===== config.mk =====
export PLATFORM = sky130hd
export DESIGN_NAME = lsd_fault_gate
export DESIGN_NICKNAME = d
export VERILOG_FILES = /design/src/rtl/lsd_pkg.sv /design/src/rtl/lsd_fault_qual.sv /design/src/rtl/lsd_chan_reg.sv /design/src/rtl/lsd_fault_gate.sv
export SDC_FILE = /design/constraint.sdc
export NUM_CORES = 1
export LEC_CHECK = 0
export ABC_AREA = 1
export BUFFER_PORTS_ARGS = -buffer_cell sky130_fd_sc_hd__buf_4
export CAP_MARGIN = 20
export CORE_UTILIZATION = 35
export DETAILED_ROUTE_END_ITERATION = 8
export GPL_TIMING_DRIVEN = 0
export PLACE_DENSITY = 0.65
export RECOVER_POWER = 25
export SKIP_LAST_GASP = 1
export SYNTH_ARGS = -nofsm -noshare
export SYNTH_HDL_FRONTEND = slang
export SYNTH_SLANG_ARGS = --single-unit

===== constraint.sdc =====
create_clock -name clk -period 1.5 [get_ports clk]
set_input_delay 0.3 -clock clk [delete_from_list [all_inputs] [get_ports clk]]
set_output_delay 0.3 -clock clk [all_outputs]
set_load 0.1 [all_outputs]

===== src/rtl/lsd_pkg.sv =====
package lsd_pkg;

    // Registered state of one channel
    typedef struct packed {
        logic open_flt;
        logic other_flt;
        logic gate;
        logic pd_en;
    } chan_state_t;

    // Qualified fault requests of one channel for the current cycle
    typedef struct packed {
        logic open_req;
        logic other_req;
    } chan_req_t;

    localparam chan_state_t CHAN_RESET = '{
        open_flt:  1'b0,
        other_flt: 1'b0,
        gate:      1'b0,
        pd_en:     1'b1
    };

endpackage


===== src/rtl/lsd_fault_qual.sv =====
module lsd_fault_qual
    import lsd_pkg::*;
(
    input  logic      raw_open,
    input  logic      raw_other,
    input  logic      chan_mask,
    input  logic      no_pd,
    input  logic      ol_mask,
    output chan_req_t req
);

    logic open_hidden;

    always_comb begin
        // Open-load is hidden globally only where the pull-down is switched off
        open_hidden   = ol_mask & no_pd;
        req.open_req  = raw_open & ~chan_mask & ~open_hidden;
        req.other_req = raw_other & ~chan_mask;
    end

endmodule


===== src/rtl/lsd_chan_reg.sv =====
module lsd_chan_reg
    import lsd_pkg::*;
(
    input  logic        clk,
    input  logic        rst_n,
    input  logic        drv_on,
    input  logic        gate_cmd,
    input  logic        no_pd,
    input  logic        flt_clr,
    input  chan_req_t   req,
    output chan_state_t state
);

    chan_state_t st_d;
    chan_state_t st_q;

    always_comb begin
        st_d = st_q;
        if (flt_clr) begin
            // Clear wins over a request of the same cycle
            st_d.open_flt  = 1'b0;
            st_d.other_flt = 1'b0;
        end else begin
            st_d.open_flt  = st_q.open_flt | req.open_req;
            st_d.other_flt = st_q.other_flt | req.other_req;
        end
        st_d.gate  = drv_on & gate_cmd & ~(st_d.open_flt | st_d.other_flt);
        st_d.pd_en = ~no_pd;
    end

    always_ff @(posedge clk or negedge rst_n) begin
        if (!rst_n) begin
            st_q <= CHAN_RESET;
        end else begin
            st_q <= st_d;
        end
    end

    assign state = st_q;

endmodule


===== src/rtl/lsd_fault_gate.sv =====
module lsd_fault_gate
    import lsd_pkg::*;
#(
    parameter int NCH = 6
) (
    input  logic           clk,
    input  logic           rst_n,
    input  logic           drv_rst_n,
    input  logic [NCH-1:0] gate_sel,
    input  logic [NCH-1:0] no_pd,
    input  logic [NCH-1:0] chan_mask,
    input  logic           ol_mask,
    input  logic [NCH-1:0] raw_open,
    input  logic [NCH-1:0] raw_other,
    input  logic           flt_clr,
    output logic [NCH-1:0] gate_out,
    output logic [NCH-1:0] pd_en,
    output logic [NCH-1:0] flt_open,
    output logic [NCH-1:0] flt_other
);

    chan_req_t   req_w [NCH];
    chan_state_t st_w  [NCH];

    for (genvar ch = 0; ch < NCH; ch++) begin : g_chan
        lsd_fault_qual u_qual (
            .raw_open  (raw_open[ch]),
            .raw_other (raw_other[ch]),
            .chan_mask (chan_mask[ch]),
            .no_pd     (no_pd[ch]),
            .ol_mask   (ol_mask),
            .req       (req_w[ch])
        );

        lsd_chan_reg u_reg (
            .clk      (clk),
            .rst_n    (rst_n),
            .drv_on   (drv_rst_n),
            .gate_cmd (gate_sel[ch]),
            .no_pd    (no_pd[ch]),
            .flt_clr  (flt_clr),
            .req      (req_w[ch]),
            .state    (st_w[ch])
        );

        assign gate_out[ch]  = st_w[ch].gate;
        assign pd_en[ch]     = st_w[ch].pd_en;
        assign flt_open[ch]  = st_w[ch].open_flt;
        assign flt_other[ch] = st_w[ch].other_flt;
    end

endmodule


After elaboration in Yosys (flattened, before gate mapping) --
Index checks and enable logic that the tools add are counted.
Cells by class: mux-type cells 6, bitwise operators 78
Operators with widths (number):
- 1-bit AND | 36
- 1-bit NOT | 24
- 1-bit bitwise OR | 18
- 2-bit 2-to-1 mux | 6
Storage, ports and cells: flip-flop bits (word level) 24, bits of input ports 35, logic and storage cells 108

Depth between registers and ports, before layout --
Gate-level depths: netlist of run 1.
depth in word-level cells 8, mapped depth 6, depth with buffers taken out 6

Hierarchy --
From an unflattened synthesis of run 1, not the netlist that was laid out.
Second synthesis, totals: cells, all modules 126, area total of the unflattened synthesis 1021.0 µm²
Modules (own cells, without submodules):
- lsd_chan_reg | instances 6, cells an instance 14, area each 143.9 µm²
- lsd_fault_qual | instances 6, cells an instance 7, area each 26.3 µm²

Least setup slack after synthesis of run 1 --
Ideal clock, no wire load.
path kind register to register, start reg g_chan[0].u_reg.st_q (netlist bit g_chan[0].u_reg.state[3]), end reg g_chan[0].u_reg.st_q (netlist bit g_chan[0].u_reg.state[1]), library setup time 121 ps, arrival time 1216 ps, required time 1379 ps, path slack 163 ps, cell stages (with the launch flop) 4, buffers on the path 0, cells stage by stage dfrtp_1 > inv_1 > a21oi_1 > nor2_1
RTL lines:
- start: declaration | line lsd_chan_reg.sv:15 | chan_state_t st_q;
- start signal: assignment | line lsd_chan_reg.sv:35 | st_q <= st_d;

Worst setup path after layout of run 1 --
start reg g_chan[4].u_reg.st_q (netlist bit g_chan[4].u_reg.state[0]), end out pd_en[4]
RTL lines:
- start: declaration | line lsd_chan_reg.sv:15
- start signal: assignment | line lsd_chan_reg.sv:35
- end: declaration | line lsd_fault_gate.sv:17 | output logic [NCH-1:0] pd_en,
No word-level cell between the ends.

==> impl_metrics.py, run 1 <==
metrics = {
    "floorplanning": {
        "row_count": 18,
        "core-area_mm2": 0.00254,
        "die_h_um": 54.5,
        "die_w_um": 54.5,
        "start_util": 0.379,
        "io_pins": 59,
        "dieArea_mm2": 0.00297,
    },
    "finish": {
        "nets": 214,
        "drive_gt1_frac": 0.382,
        "final_area_mm2": 0.00147,
        "fillCellCount": 256,
        "largest_reg_flops": 24,
        "syn_to_final_growth_pct": 52.5,
        "diodes": 0,
    },
    "clock_network": {
        "cts_sinks": 24,
        "cts_root_buffer": "clkbuf_4",
        "numCtsBuffers": 3,
        "cts_tree": "built",
        "cts.repair.resized": 0,
        "htree_levels": 1,
        "clk_pin_slew_worst_paths_ps": 130,
        "clockBufferDepth": 2,
        "insertion_delay_ps": 310,
    },
    "power": {
        "swShare": 0.386,
        "p_leak_uw": 0.000914,
        "p_seq_frac": 0.469,
        "ir_worst_vdd_mv": 0.620,
        "combPwrFrac": 0.344,
        "power_density_mw_per_mm2": 1030,
        "p_int_uw": 929,
        "clkPwrFrac": 0.187,
        "p_sw_uw": 583,
    },
    "setup_path": {
        "reg2reg_from": "g_chan[2].u_reg.state[2]$_DFF_PN0_",
        "critPathTopFamily": "flip-flops",
        "arrival_ps": 1130,
        "path_max_fanout": 1,
        "crit_buf_inv": 1,
        "worstPathCellList": "buf_4",
        "required_ps": 1200,
        "slowest_stage": "dfstp_2",
        "startpoint": "g_chan[4].u_reg.state[0]$_DFF_PN1_",
        "critPathKind": "reg -> out",
        "end_kind": "primary output",
        "critPathMaxStageDelay_ps": 540,
        "cp-start-kind": "register",
    },
    "timing": {
        "hold_ws_ps": 109,
        "max_freq_mhz": 700,
        "slew_headroom": 0.612,
        "period_share": 0.952,
        "setup_violations": 0,
        "layout_min_cycle_time_ps": 1430,
        "drv_slew": 0,
        "tightest_slew_ps": 583,
        "grt_setup_unrepaired": "no",
        "fin_tns_setup_ps": 0,
        "hold_viol_final": 0,
        "fin_skew_ps": 16.7,
    },
    "place": {
        "numPortBuffers": 58,
        "post_dp_cell_area_mm2": 0.00144,
        "dpl.hpwl_um": 1740,
        "gp_congestion": 0.769,
    },
    "worst_hold_path": {
        "hp-class": "in -> reg",
        "hp-start": "no_pd[5]",
    },
    "synth": {
        "syn_avg_cell_area_um2": 8.39,
        "synthesis.area_um2": 965,
        "synth_nets": 150,
        "synth_common_cells": "36 x inv_1, 36 x nand2_1, 18 x dfrtp_1",
        "synthFlopType": "dfrtp_1",
        "netlist_instances": 115,
        "synth_edf_count": 0,
        "synth.area.top_cells": "dfrtp_1 47%, dfstp_2 16%, inv_1 14%, nand2_1 14%, a21oi_1 3.1%",
        "synth_area_leader_cell": "dfrtp_1",
        "async_reset_ff_frac": 1.00,
        "synthDistinctLibCells": 8,
        "synth-seq-cells": 24,
        "synth_top_area_share": 0.467,
        "ys_warn_count": 0,
        "synth_seq_area_share": 0.630,
    },
    "global_route": {
        "busiest_layer": "met2",
        "grt_antenna_before_repair": 0,
        "overflow": 0,
        "grt_max_degree": 25,
        "grt_use_met1": 0.177,
        "grt_usage": 0.174,
        "grt_pass1_wl_um": 3580,
        "met3_usage": 0.0361,
        "use_met2": 0.335,
        "first_global_vias": 893,
    },
    "routing": {
        "avgRoutedWirePerCell_um": 10.7,
        "routed_wl_um": 2230,
        "drtIter0Drc": 5,
        "drtAntennaViolNets": 0,
        "avgViaCountPerCell": 4.24,
        "drc": 0,
        "vias": 881,
        "drtPass1Iterations": 4,
    },
    "status": {
        "status": "finished, final reports clean",
    },
    "run": {
        "drv_cap": 0,
    },
}
[area by class of cell]
cell class | instances | area [µm²] | area share
clock buffer | 4 | 26.3 | 0.0179
multi-input combinational | 54 | 218 | 0.148
timing repair buffer | 59 | 443 | 0.301
tap | 30 | 37.5 | 0.0255
sequential | 24 | 608 | 0.413
inverter | 37 | 139 | 0.0944
[power by group through the flow]
stage | registers, µW | clock network [µW] | logic, µW
after floorplan | 1010 | 0 | 63.6
after global placement | 719 | 0 | 520
after detailed placement | 720 | 0 | 524
after CTS | 709 | 305 | 527
after global routing | 713 | 322 | 550
final | 708 | 283 | 520
[path summary, 6_finish.rpt]
| kind | endpoint | slack (ps) | depth (start not counted) |
|---|---|---|---|
| min in group asynchronous | g_chan[1].u_reg.state[2]$_DFF_PN0_ | 540 | 2 |
| worst min-delay path | g_chan[5].u_reg.state[0]$_DFF_PN1_ | 110 | 2 |
| worst min register to register | g_chan[3].u_reg.state[3]$_DFF_PN0_ | 540 | 2 |
| max in group asynchronous | g_chan[0].u_reg.state[0]$_DFF_PN1_ | 560 | 2 |
| worst max-delay path | pd_en[4] | 70 | 1 |
| worst max register to register | g_chan[2].u_reg.state[1]$_DFF_PN0_ | 710 | 5 |
[kinds of logic after synthesis]
group,synth area share
flops,0.630
simple gates,0.195
buf+inv,0.144
compound gates,0.0311
[per-stage QoR]
stage / power, µW / worst slack, ps / utilization / cells
global placement: 1240 / 426 / 0.565 / 203
floorplan: 1070 / 163 / - / 115
finish: 1510 / 71.3 / 0.578 / 208
CTS: 1540 / 48.4 / 0.579 / 208
detailed placement: 1240 / 413 / 0.565 / 203
global route: 1590 / 18.0 / 0.578 / 208
[layer usage]
metal	vias to the layer above	wire length, µm
li1	447	-
met1	402	839
met2	30	1230
met3	2	146
met4	0	11
met5	-	0
[cells in the final DEF, fill, tap and decap left out]
master,instances
dlygate4sd3_1,1
inv_1,36
dfrtp_1,18
clkbuf_4,9
buf_4,51
clkbuf_2,1
inv_2,1
nand2_1,36
a21oi_1,6
dfstp_2,6
nor2_1,6
nand3_1,6
clkbuf_1,1
[repair_timing]
item,in CTS,in global routing
endpoints found under the hold margin,18,0
hold buffers,1,0
buffers inserted,0,0
Note: power is estimated with default switching activity, not from simulation.
==> run 2, diff against run 1 <==
==> constraint.sdc (replaced) <==
create_clock -name clk -period 1.5 [get_ports clk]
set_input_delay 0.375 -clock clk [delete_from_list [all_inputs] [get_ports clk]]
set_output_delay 0.375 -clock clk [all_outputs]
set_load 0.1 [all_outputs]
==> run 2 against run 1 <==
Compared with the run above:
- final cell count unchanged
- clock power about the same
- die area is the same
- global-route usage up 0.058 points
- combinational power up 1%
- maximum frequency down 1.4%
- wire length hardly changed
- clock skew barely moved
- power increased by 0.65%
- flip-flop and latch count is the same
- worst hold slack gained 75 ps
- critical path type unchanged
- highest routed layer unchanged
==> impl_metrics.py, run 2 (synthesis gave the netlist of run 1 again) <==
metrics = {
    "setup_path": {
        "critPathMaxStageDelay_ps": 550,
        "worstPathCellList": "buf_6",
        "end_kind": "primary output",
        "critPathKind": "reg -> out",
        "critPathTopFamily": "flip-flops",
        "path_max_fanout": 1,
        "arrival_ps": 1070,
        "slowest_stage": "dfstp_2",
        "cp-start-kind": "register",
        "reg2reg_depth": 5,
        "r2r_slack_ps": 710,
        "reg2reg_from": "g_chan[2].u_reg.state[2]$_DFF_PN0_",
        "crit_buf_inv": 1,
        "r2r_end": "g_chan[2].u_reg.state[1]$_DFF_PN0_",
        "required_ps": 1120,
        "worst-path-stages": 1,
    },
    "power": {
        "ir_worst_vdd_mv": 0.622,
        "p_leak_uw": 0.000924,
        "p_total_uw": 1520,
        "power_density_mw_per_mm2": 1010,
    },
    "clock_network": {
        "clockBufferDepth": 2,
        "cts_sinks": 24,
        "cts_tree": "built",
        "insertion_delay_ps": 310,
        "clk_pin_slew_worst_paths_ps": 130,
        "cts_root_buffer": "clkbuf_4",
        "numCtsBuffers": 3,
        "post-cts-setup-buffers": 0,
        "htree_levels": 1,
    },
    "routing": {
        "drc": 0,
        "vias": 883,
        "drtIter0Drc": 5,
        "avgRoutedWirePerCell_um": 10.7,
        "avgViaCountPerCell": 4.25,
        "drtPass1Iterations": 4,
        "routed_wl_um": 2230,
        "drtAntennaViolNets": 0,
    },
    "finish": {
        "fillCellCount": 250,
        "syn_to_final_growth_pct": 55.5,
        "diodes": 0,
        "largest_reg_flops": 24,
        "drive_gt1_frac": 0.382,
        "seqCellArea_um2": 608,
        "nets": 214,
        "post-route-util": 0.589,
        "multi_input_area_um2": 218,
        "layout_commonest_cell": "buf_4",
        "mostFrequentLayoutCells": "46 x buf_4, 36 x inv_1, 36 x nand2_1",
        "final_area_mm2": 0.00150,
    },
    "floorplanning": {
        "start_util": 0.379,
        "dieArea_mm2": 0.00297,
        "core-area_mm2": 0.00254,
        "io_pins": 59,
        "die_h_um": 54.5,
        "die_w_um": 54.5,
        "row_count": 18,
    },
    "worst_hold_path": {
        "hp-start": "no_pd[5]",
        "whs_endpoint": "g_chan[5].u_reg.state[0]$_DFF_PN1_",
        "holdPathStages": 2,
        "hp-class": "in -> reg",
    },
    "status": {
        "status": "finished, final reports clean",
    },
    "global_route": {
        "grt_antenna_before_repair": 0,
        "overflow": 0,
        "grt_pass1_wl_um": 3590,
        "grt_usage": 0.175,
        "grt_max_degree": 25,
        "first_global_vias": 900,
    },
    "timing": {
        "fin_skew_ps": 16.5,
        "period_share": 0.966,
        "setup_violations": 0,
        "fin_tns_setup_ps": 0,
        "tightest_slew_ps": 299,
        "hold_viol_final": 0,
        "max_freq_mhz": 690,
        "slew_headroom": 0.801,
        "layout_min_cycle_time_ps": 1450,
        "grt_setup_unrepaired": "no",
        "drv_slew": 0,
    },
    "place": {
        "dpl.hpwl_um": 1740,
        "numPortBuffers": 58,
        "gp_congestion": 0.769,
        "post_dp_cell_area_mm2": 0.00144,
    },
    "run": {
        "drv_cap": 0,
    },
}
==> run 2: cell types whose count changed in the layout (fill, tap and decap cells not counted), sizes merged <==
cell    change
buf         +1
clkbuf      -1
==> run 2: cell type report <==
cell class,instances,share of cell area
Sequential cell,24,0.405
Timing Repair Buffer,59,0.314
Multi-Input combinational cell,54,0.145
Inverter,37,0.0926
Tap cell,30,0.0250
Clock buffer,4,0.0175
==> run 2: how the worst max path moves through the flow <==
stage	slack, ps	startpoint	endpoint
6_report	50	g_chan[5].u_reg.state[0]$_DFF_PN1_	pd_en[5]
5_1_grt	8	g_chan[5].u_reg.state[0]$_DFF_PN1_	pd_en[5]
4_1_cts	30	g_chan[4].u_reg.state[0]$_DFF_PN1_	pd_en[4]
3_5_place_dp	340	g_chan[3].u_reg.state[0]$_DFF_PN1_	pd_en[3]
3_3_place_gp	350	g_chan[1].u_reg.state[0]$_DFF_PN1_	pd_en[1]
2_1_floorplan	160	g_chan[0].u_reg.state[3]$_DFF_PN0_	g_chan[0].u_reg.state[1]$_DFF_PN0_
==> run 2: layer usage <==
metal,GRT usage,part of all wire,vias to the layer above
met3,0.0361,0.066,2
met2,0.335,0.55,30
li1,-,-,447
met5,0,0,-
met1,0.179,0.38,404
met4,0.0769,0.0049,0
==> run 2: per-stage QoR <==
stage	cells	hold slack (ps)	setup slack, ps
2_1_floorplan	115	79.4	163
3_5_place_dp	203	289	338
4_1_cts	208	143	26.6
3_3_place_gp	203	289	351
6_report	208	184	51.2
5_1_grt	208	175	8.44
==> run 2: what timing repair did <==
action | CTS | global route
endpoints found under the setup margin | 6 | 1
resized for setup | 6 | 1
hold buffers | 1 | 0
hold endpoints to repair | 18 | 0
gates cloned | 0 | 0
==> run 2: power breakdown <==
| part | total [µW] | internal, µW | switching, µW | leakage (µW) |
|---|---|---|---|---|
| sequential | 710 | 692 | 18.2 | 0.000301 |
| clock | 283 | 104 | 180 | 0.0000150 |
| combinational | 527 | 141 | 387 | 0.000608 |
==> run 3, diff against run 2 <==
- BUFFER_PORTS_ARGS: -buffer_cell sky130_fd_sc_hd__buf_4 -> unset
- DONT_BUFFER_PORTS: unset -> 1
- PLACE_DENSITY: 0.65 -> 0.47
==> run 3 against run 2 <==
Compared with the run above:
- the run now ends with setup timing left
- first-iteration DRC count stayed put
- core utilization is 16 points lower
- clock skew shrank 8.5 ps
- largest cell class unchanged
- power is 4.0% lower
- die area did not move
- final cell count is 27% lower
- largest power group unchanged
- cell area down 27%
- global-route usage decreased by 1.4 points
==> impl_metrics.py, run 3 (synthesis gave the netlist of run 1 again) <==
metrics = {
    "finish": {
        "nets": 157,
        "diodes": 0,
        "mostFrequentLayoutCells": "36 x inv_1, 36 x nand2_1, 18 x dfrtp_2",
        "drive_gt1_frac": 0.248,
        "syn_to_final_growth_pct": 13.9,
        "fillCellCount": 254,
        "largest_reg_flops": 24,
        "final_area_mm2": 0.00110,
    },
    "run": {
        "drv_cap": 0,
    },
    "setup_path": {
        "path_max_fanout": 1,
        "cp-start-kind": "register",
        "reg2reg_from": "g_chan[4].u_reg.state[3]$_DFF_PN0_",
        "end_kind": "primary output",
        "startpoint": "g_chan[3].u_reg.state[0]$_DFF_PN1_",
        "r2r_end": "g_chan[4].u_reg.state[1]$_DFF_PN0_",
        "required_ps": 1120,
        "arrival_ps": 1130,
        "reg2reg_depth": 3,
        "r2r_slack_ps": 340,
        "critPathKind": "reg -> out",
    },
    "global_route": {
        "grt_pass1_wl_um": 3180,
        "grt_antenna_before_repair": 0,
        "first_global_vias": 725,
        "grt_max_degree": 25,
        "grt_usage": 0.161,
        "overflow": 0,
    },
    "power": {
        "swShare": 0.396,
        "power_density_mw_per_mm2": 1330,
        "p_seq_frac": 0.696,
        "p_leak_uw": 0.000617,
        "p_int_uw": 882,
        "clkPwrFrac": 0.243,
        "ir_worst_vdd_mv": 0.646,
        "combPwrFrac": 0.061,
        "p_sw_uw": 579,
        "p_total_uw": 1460,
    },
    "place": {
        "gp_congestion": 0.664,
        "numPortBuffers": 0,
        "post_dp_cell_area_mm2": 0.00100,
        "dpl.hpwl_um": 1480,
    },
    "worst_hold_path": {
        "hp-class": "in -> reg",
        "hp-start": "no_pd[3]",
        "whs_endpoint": "g_chan[3].u_reg.state[0]$_DFF_PN1_",
        "holdPathStages": 1,
    },
    "routing": {
        "vias": 671,
        "avgRoutedWirePerCell_um": 13.9,
        "drc": 0,
        "avgViaCountPerCell": 4.44,
        "drtAntennaViolNets": 0,
        "routed_wl_um": 2090,
        "drtIter0Drc": 5,
        "drtPass1Iterations": 4,
    },
    "timing": {
        "hold_ws_ps": 54.6,
        "period_share": 1.00,
        "grt_setup_unrepaired": "yes",
        "fin_ws_ps": -4.95,
        "drv_slew": 0,
        "fin_skew_ps": 7.94,
        "hold_viol_final": 0,
        "tightest_slew_ps": 601,
        "setup_violations": 3,
        "layout_min_cycle_time_ps": 1500,
        "slew_headroom": 0.599,
        "max_freq_mhz": 664,
    },
    "clock_network": {
        "cts_sinks": 24,
        "clockBufferDepth": 2,
        "post-cts-setup-buffers": 0,
        "htree_levels": 1,
        "numCtsBuffers": 3,
        "cts_tree": "built",
        "clk_pin_slew_worst_paths_ps": 140,
        "cts_root_buffer": "clkbuf_4",
        "insertion_delay_ps": 320,
    },
    "status": {
        "status": "finished, violations left",
        "violations": "setup timing",
    },
    "floorplanning": {
        "die_w_um": 54.5,
        "start_util": 0.379,
        "io_pins": 59,
        "core-area_mm2": 0.00254,
        "die_h_um": 54.5,
        "row_count": 18,
        "dieArea_mm2": 0.00297,
    },
}
-- run 3: cell types whose count changed in the layout (fill, tap and decap cells not counted) --
cell and change:
buf_8 -1, dfstp_2 -6, clkbuf_2 +1, buf_6 -5, buf_4 -46, clkbuf_1 -1, clkbuf_4 -6, clkbuf_8 +1
dfrtp_1 -18, dfstp_4 +6, dfrtp_2 +18
-- run 3: stage by stage --
stage	setup WS (ps)	utilization	cells	TNS, ps
after floorplan	163	-	115	0
after global placement	103	0.394	145	0
after detailed placement	72.8	0.394	145	0
after CTS	-14.7	0.438	151	-64.2
after global routing	-36.6	0.432	151	-204
final	-4.95	0.432	151	-9.33
-- run 3: final cells by class --
cell class                      count  area [µm²]  share of cell area
Tap cell                           30        37.5              0.0342
Multi-Input combinational cell     54         218               0.198
Inverter                           37         139               0.126
Timing Repair Buffer                2        15.0              0.0137
Clock buffer                        4        36.3              0.0330
Sequential cell                    24         653               0.595
-- run 3: what timing repair did --
action                                 CTS  global route
endpoints found under the hold margin   24             0
setup endpoints to repair               24             6
hold buffers                             2             0
resized for setup                       24             0
-- run 3: worst max path at each step --
stage,end,slack [ps],cells past startpoint
finish,pd_en[3],-5,0
global placement,g_chan[3].u_reg.state[1]$_DFF_PN0_,100,3
floorplan,g_chan[0].u_reg.state[1]$_DFF_PN0_,160,3
detailed placement,g_chan[2].u_reg.state[1]$_DFF_PN0_,70,3
global route,pd_en[4],-40,0
CTS,pd_en[2],-10,0
-- run 3: layer usage --
metal | share of wire | track usage
met5 | 0 | 0
met4 | 0.0072 | 0.0769
met3 | 0.090 | 0.0361
met2 | 0.53 | 0.303
met1 | 0.37 | 0.164
-- run 3: power by group through the flow --
stage / combinational, µW / sequential, µW / clock [µW]
floorplan: 63.6 / 1010 / 0
global placement: 72.7 / 1020 / 0
detailed placement: 75.7 / 1020 / 0
CTS: 97.1 / 1020 / 363
global route: 110 / 1020 / 387
finish: 89.1 / 1020 / 355
